**config.mk**
```make
export PLATFORM = sky130hd
export DESIGN_NAME = txr_desc_walker
export DESIGN_NICKNAME = d
export VERILOG_FILES = /design/src/rtl/txr_pkg.sv /design/src/rtl/txr_poll_latch.sv /design/src/rtl/txr_seg_check.sv /design/src/rtl/txr_ring_step.sv /design/src/rtl/txr_desc_walker.sv
export SDC_FILE = /design/constraint.sdc
export NUM_CORES = 1
export LEC_CHECK = 0
export ABC_AREA = 1
export BUFFER_PORTS_ARGS = -buffer_cell sky130_fd_sc_hd__buf_2
export CAP_MARGIN = 20
export CORE_MARGIN = 1.5
export CORE_UTILIZATION = 60
export CTS_CLUSTER_DIAMETER = 80
export CTS_CLUSTER_SIZE = 20
export DETAILED_ROUTE_END_ITERATION = 12
export PLACE_DENSITY = 0.87
export REMOVE_ABC_BUFFERS = 1
export SLEW_MARGIN = 20
export SYNTH_ARGS = -nofsm -noshare
export SYNTH_HDL_FRONTEND = slang
export SYNTH_SLANG_ARGS = --single-unit
```
**constraint.sdc**
```tcl
create_clock -name clk -period 6.1 [get_ports clk]
set_input_delay 0.61 -clock clk [delete_from_list [all_inputs] [get_ports clk]]
set_output_delay 0.61 -clock clk [all_outputs]
set_load 0.05 [all_outputs]
```
**src/rtl/txr_pkg.sv**
```systemverilog
`timescale 1ns/1ps
package txr_pkg;
  typedef enum logic [2:0] {
    S_IDLE, S_DESC, S_CHECK, S_FETCH, S_EMIT, S_WB, S_STEP
  } txr_state_e;

  // control/status word bit positions that software and hardware share
  localparam int OWN_BIT  = 31;
  localparam int LAST_BIT = 29;
  localparam int EOR_BIT  = 21;
  // second size field starts here in word 1
  localparam int SIZE2_LSB = 16;
endpackage

```
**src/rtl/txr_poll_latch.sv**
```systemverilog
`timescale 1ns/1ps
module txr_poll_latch (
  input  logic clk,
  input  logic rst_n,
  input  logic poll,
  input  logic take,
  output logic pend
);
  always_ff @(posedge clk) begin
    if (!rst_n) pend <= 1'b0;
    else        pend <= poll | (pend & ~take);
  end
endmodule

```
**src/rtl/txr_seg_check.sv**
```systemverilog
`timescale 1ns/1ps
module txr_seg_check #(
  parameter int LEN_W  = 12,
  parameter int MAX_B1 = 2048
) (
  input  logic [LEN_W-1:0] size1,
  input  logic [LEN_W-1:0] size2,
  output logic [LEN_W:0]   seg_len,
  output logic             bad
);
  localparam logic [LEN_W:0] LIMIT = (LEN_W+1)'(MAX_B1);

  always_comb begin
    seg_len = {1'b0, size1} + {1'b0, size2};
    bad     = ({1'b0, size1} > LIMIT) || (size2 != '0);
  end
endmodule

```
**src/rtl/txr_ring_step.sv**
```systemverilog
`timescale 1ns/1ps
module txr_ring_step #(
  parameter int AW         = 32,
  parameter int DESC_BYTES = 32
) (
  input  logic [AW-1:0] cur,
  input  logic [AW-1:0] base,
  input  logic          wrap,
  output logic [AW-1:0] nxt
);
  always_comb nxt = wrap ? base : cur + AW'(DESC_BYTES);
endmodule

```
**src/rtl/txr_desc_walker.sv**
```systemverilog
`timescale 1ns/1ps
module txr_desc_walker #(
  parameter int AW         = 32,
  parameter int LEN_W      = 12,
  parameter int MAX_B1     = 2048,
  parameter int DESC_BYTES = 32
) (
  input  logic          clk,
  input  logic          rst_n,
  input  logic          poll_req,
  input  logic [AW-1:0] tx_base,
  input  logic [AW-1:0] cur_ptr,
  output logic [AW-1:0] cur_ptr_nxt,
  output logic          cur_ptr_we,
  output logic          mem_req,
  output logic          mem_we,
  output logic [AW-1:0] mem_addr,
  output logic [31:0]   mem_wdata,
  input  logic          mem_ack,
  input  logic [31:0]   mem_rdata,
  output logic          fd_valid,
  input  logic          fd_ready,
  output logic [7:0]    fd_data,
  output logic          fd_sof,
  output logic          fd_eof,
  output logic          st_txint_set,
  output logic          st_nsum_set,
  output logic          len_err
);
  import txr_pkg::*;

  localparam int SEG_W  = LEN_W + 1;
  localparam int WOFF_W = SEG_W - 2;

  txr_state_e        state;
  logic [1:0]        idx_q;
  logic [31:0]       w0_q;
  logic [LEN_W-1:0]  sz1_q, sz2_q;
  logic [AW-1:0]     buf_q;
  logic [31:0]       word_q;
  logic [SEG_W-1:0]  rem_q;
  logic [WOFF_W-1:0] woff_q;
  logic [1:0]        bidx_q;
  logic              first_q;
  logic              err_q;

  logic              pend, take, bad;
  logic [SEG_W-1:0]  seg_len;

  assign take = (state == S_IDLE) && pend;

  txr_poll_latch u_poll (
    .clk(clk), .rst_n(rst_n), .poll(poll_req), .take(take), .pend(pend)
  );

  txr_seg_check #(.LEN_W(LEN_W), .MAX_B1(MAX_B1)) u_seg (
    .size1(sz1_q), .size2(sz2_q), .seg_len(seg_len), .bad(bad)
  );

  txr_ring_step #(.AW(AW), .DESC_BYTES(DESC_BYTES)) u_step (
    .cur(cur_ptr), .base(tx_base), .wrap(w0_q[EOR_BIT]), .nxt(cur_ptr_nxt)
  );

  // memory master and stream outputs
  always_comb begin
    mem_req   = (state == S_DESC) || (state == S_FETCH) || (state == S_WB);
    mem_we    = (state == S_WB);
    mem_wdata = w0_q & ~(32'h1 << OWN_BIT);
    case (state)
      S_DESC:  mem_addr = cur_ptr + AW'({idx_q, 2'b00});
      S_FETCH: mem_addr = buf_q + AW'({woff_q, 2'b00});
      default: mem_addr = cur_ptr;
    endcase
    fd_valid     = (state == S_EMIT);
    fd_data      = word_q[{bidx_q, 3'b000} +: 8];
    fd_sof       = first_q;
    fd_eof       = w0_q[LAST_BIT] && (rem_q == SEG_W'(1));
    cur_ptr_we   = (state == S_STEP);
    st_txint_set = (state == S_STEP) && w0_q[LAST_BIT];
    st_nsum_set  = (state == S_STEP) && w0_q[LAST_BIT];
    len_err      = err_q;
  end

  always_ff @(posedge clk) begin
    if (!rst_n) begin
      state   <= S_IDLE;
      idx_q   <= '0;
      w0_q    <= '0;
      sz1_q   <= '0;
      sz2_q   <= '0;
      buf_q   <= '0;
      word_q  <= '0;
      rem_q   <= '0;
      woff_q  <= '0;
      bidx_q  <= '0;
      first_q <= 1'b1;
      err_q   <= 1'b0;
    end else begin
      err_q <= 1'b0;
      case (state)
        S_IDLE: begin
          if (pend) begin
            state <= S_DESC;
            idx_q <= '0;
          end
        end
        S_DESC: begin
          if (mem_ack) begin
            idx_q <= idx_q + 2'd1;
            case (idx_q)
              2'd0: begin
                w0_q <= mem_rdata;
                if (!mem_rdata[OWN_BIT]) state <= S_IDLE;
              end
              2'd1: begin
                sz1_q <= mem_rdata[LEN_W-1:0];
                sz2_q <= mem_rdata[SIZE2_LSB +: LEN_W];
              end
              2'd2: buf_q <= mem_rdata[AW-1:0];
              default: state <= S_CHECK;
            endcase
          end
        end
        S_CHECK: begin
          rem_q  <= seg_len;
          woff_q <= '0;
          bidx_q <= '0;
          err_q  <= bad;
          state  <= (seg_len == '0) ? S_WB : S_FETCH;
        end
        S_FETCH: begin
          if (mem_ack) begin
            word_q <= mem_rdata;
            state  <= S_EMIT;
          end
        end
        S_EMIT: begin
          if (fd_ready) begin
            first_q <= 1'b0;
            rem_q   <= rem_q - SEG_W'(1);
            bidx_q  <= bidx_q + 2'd1;
            if (rem_q == SEG_W'(1)) begin
              state <= S_WB;
            end else if (bidx_q == 2'd3) begin
              woff_q <= woff_q + WOFF_W'(1);
              state  <= S_FETCH;
            end
          end
        end
        S_WB: begin
          if (mem_ack) state <= S_STEP;
        end
        S_STEP: begin
          if (w0_q[LAST_BIT]) first_q <= 1'b1;
          idx_q <= '0;
          state <= S_DESC;
        end
        default: state <= S_IDLE;
      endcase
    end
  end
endmodule

```
==> impl_metrics.csv <==
group,metric,value,unit
min_path,min_path_type,"in2reg",
setup_path,critPathBufInv,3,
clock_network,path_clk_slew,0.06,ns
clock_network,root_buffer,"clkbuf_16",
clock_network,cts-buffers-inserted,17,
clock_network,clockBufferDepth,2,
global_routing,grtUsageTotal,37.42,%
sta,finalHoldViolations,0,
yosys,synth_cells,1603,
setup_path,crit_chain,"ha_1 > inv_1 > fa_1 > inv_1 > nand2_1 > nand3_1 > o21ai_0 > o21ai_0 > nand3_1 > nand2_1 > nand2_1 > o21ai_0 > nand3_1 > nand3_1 > buf_2",
sta,clock.fmax,254.1,MHz
place,port_buffers,212,
setup_path,arrival,3.33,ns
setup_path,slowest_stage,"o21ai_0",
run_status,outcome,"completed",
detailed_routing,drtIter0Drc,1084,
setup_path,criticalPathCategory,"reg2out",
setup_path,crit_top_cell,"nand3_1",
clock_network,post_cts_buffers,0,
power,p_int,2.047,mW
floorplan,die_w,132.6,um
yosys,synth.most_common_cell,"nand2_1",
sta,worst_pin_slew,1.037,ns
setup_path,reg2reg_from,"state[0]",
sta,slew_viol_final,0,
run,drv_cap,0,
floorplan,die_height,132.6,um
yosys,synthTopCellsByArea,"dfxtp_1 30%, nand2_1 15%, a21oi_1 9.6%",
global_routing,antenna_found_initial,1,
setup_path,worst_setup_path_start_kind,"flip-flop",
power,pwr-share-seq,29.7,%
clock_network,postCtsHoldBufs,0,
yosys,synth_top_cell_by_area,"dfxtp_1",
floorplan,start_util,61.00,%
power,p_per_area,324.1,mW/mm2
yosys,yosysSeqAreaShare,30.39,%
clock_network,cts_sinks,153,
finish,area_growth,16.71,%
setup_path,endpoint_kind,"output pin",
global_routing,grt_pass1_vias,10730,
floorplan,ios,214,
clock_network,cts_tree,"yes",
floorplan,rows,47,
setup_path,required,5.49,ns
global_routing,grt_first_pass_wirelength,53.19,mm
detailed_routing,wire_per_inst,17.04,um
floorplan,coreArea,0.01652,mm2
global_routing,grt_max_degree,60,
yosys,synth_edf_count,0,
detailed_routing,ant_nets,0,
yosys,ys_warn_count,0,
min_path,holdPathEnd,"u_poll.pend",
setup_path,cp_top_family,"simple AND/OR/NAND/NOR gates",
power,p_leak,5.235,nW
sta,skew,0.005576,ns
finish,num-fill-cells,1417,
setup_path,worstPathMaxFanout,6,
yosys,netlist-cell-type-count,48,
setup_path,crit_path_max_incr_delay,0.41,ns
yosys,synthArstFlopShare,0,%
sta,whs,0.4542,ns
place,dpl.hpwl,24.82,mm
sta,finalSetupViolations,0,
global_routing,grt.overflow.total,0,
finish,drive_gt1_share,15.78,%
place,gp_congestion,0.9700,
min_path,hold_start,"poll_req",
power,p_sw,1.765,mW
power,clockPowerShare,28.2,%
clock_network,cts_resized,0,
finish,nNetsFinal,1898,
sta,relSlewSlack,30.73,%
sta,finalCriticalPeriod,3.936,ns
setup_path,r2r-end,"sz2_q[7]",
yosys,syn-cell-area,0.01008,mm2
power,p_comb_share,42.2,%
min_path,whs_path_depth,3,
detailed_routing,wirelength,34.03,mm
power,sw_frac_of_total,46.30,%
sta,fin_crit_sh,64.52,%
yosys,ys.flop_type,"dfxtp_1",
sta,finalSetupTns,0,ns
yosys,ys_ff_latch,153,
detailed_routing,num_vias,11980,
sta,rsz0062_at_grt,"false",
clock_network,htree_levels,4,
yosys,ys_top_cells_by_count,"399 x nand2_1, 194 x a21oi_1, 188 x nand3_1",
detailed_routing,drc,0,
yosys,synth_top_area_share,30.39,%
power,p_total,3.812,mW
setup_path,r2r_cells,8,
detailed_routing,via_per_inst,5.999,
detailed_routing,firstDrtPassIters,5,
power,irDropWorstVdd,0.2700,mV
clock_network,clk_latency,0.42,ns
yosys,avgSynthCellArea,6.288,um2
setup_path,rrSetupSlack,2.39,ns
floorplan,dieArea,0.01759,mm2
-- flip-flops by register name (all words and copies together), names as in the netlist --
signal	count
idx_q	2
state	3
sz1_q	12
fd_sof	1
woff_q	11
rem_q	13
sz2_q	12
bidx_q	2
w0_q	31
buf_q	32
len_err	1
word_q	32
u_poll.pend	1
-- kinds of logic after synthesis --
group | after synthesis | synth area share, %
and+or+nand+nor | 782 | 33.75
xor gates and xnor gates | 20 | 1.738
adders and majority gates | 36 | 4.692
AOI/OAI and AO/OA | 376 | 20.32
other | 1 | 0.03720
DFF | 153 | 30.39
buffers and inverters | 235 | 9.074
-- layer usage --
layer	track usage [%]	wire length (um)
met1	46.23	13530
met2	63.90	16190
met3	5.134	2691
met4	19.05	1622
met5	0	0
-- worst max path at each step --
stage / start / end / slack (ns) / cells after the start
6_report: woff_q[0] / mem_addr[24] / 2.16 / 15
5_1_grt: woff_q[0] / mem_addr[24] / 1.89 / 15
4_1_cts: woff_q[0] / mem_addr[20] / 2.22 / 15
3_5_place_dp: mem_ack / sz2_q[8] / 2.48 / 7
3_3_place_gp: mem_ack / sz2_q[8] / 2.55 / 7
2_1_floorplan: state[0] / mem_addr[13] / 0.35 / 6
-- layout make-up --
cell class	instances	area [um2]	area share, %
Clock buffer	18	439.2	3.733
Sequential cell	153	3064	26.05
Multi-Input combinational cell	1215	6120	52.02
Tap cell	220	275.3	2.340
Timing Repair Buffer	218	1106	9.402
Antenna cell	3	7.507	0.06382
Inverter	156	586.8	4.988
Clock inverter	14	165.2	1.404
-- metrics by stage --
step / instances / cell area [um2] / worst slack [ns] / utilization (%)
3_3_place_gp: 1962 / 11150 / 2.549 / 67.47
4_1_cts: 1994 / 11750 / 2.224 / 71.13
5_1_grt: 1995 / 11760 / 1.885 / 71.16
2_1_floorplan: 1524 / 9751 / 0.3484 / -
3_5_place_dp: 1962 / 11150 / 2.476 / 67.47
6_report: 1997 / 11760 / 2.164 / 71.19
-- power by group through the flow --
stage               registers (mW)  logic, mW  clock network (mW)
floorplan                     1.25       1.00                   0
global placement              1.15       1.56                   0
detailed placement            1.15       1.58                   0
CTS                           1.13       1.58                1.07
global route                  1.14       1.70                1.11
finish                        1.13       1.61                1.07
-- placed cells by master, fill, tap and decap left out, types with 5 or more instances in the layout --
cell | synthesis | layout
a211oi_1 | 10 | 10
a21oi_1 | 194 | 194
a31oi_1 | 7 | 7
buf_2 | 16 | 212
buf_4 | 3 | 6
clkbuf_16 | 0 | 17
dfxtp_1 | 153 | 152
ha_1 | 33 | 33
inv_1 | 149 | 149
inv_2 | 6 | 5
nand2_1 | 399 | 398
nand2_2 | 5 | 6
nand3_1 | 188 | 188
nand4_1 | 17 | 17
nor2_1 | 122 | 120
nor2_4 | 5 | 7
nor3_1 | 23 | 23
nor4_1 | 8 | 8
o211ai_1 | 11 | 11
o21ai_0 | 116 | 116
o221ai_1 | 7 | 7
o22ai_1 | 10 | 10
xor2_1 | 17 | 17
-- worst reg2reg max path: stages (launching register included) --
cell and delay, ns:
dfxtp_1 0.38, inv_1 0.12, nor2_4 0.29, nand2_2 0.42, nor2_4 0.68, buf_4 0.51, nand2_1 0.63, o21ai_0 0.47
a21oi_1 0.07
Note: power is estimated with default switching activity, not from simulation.
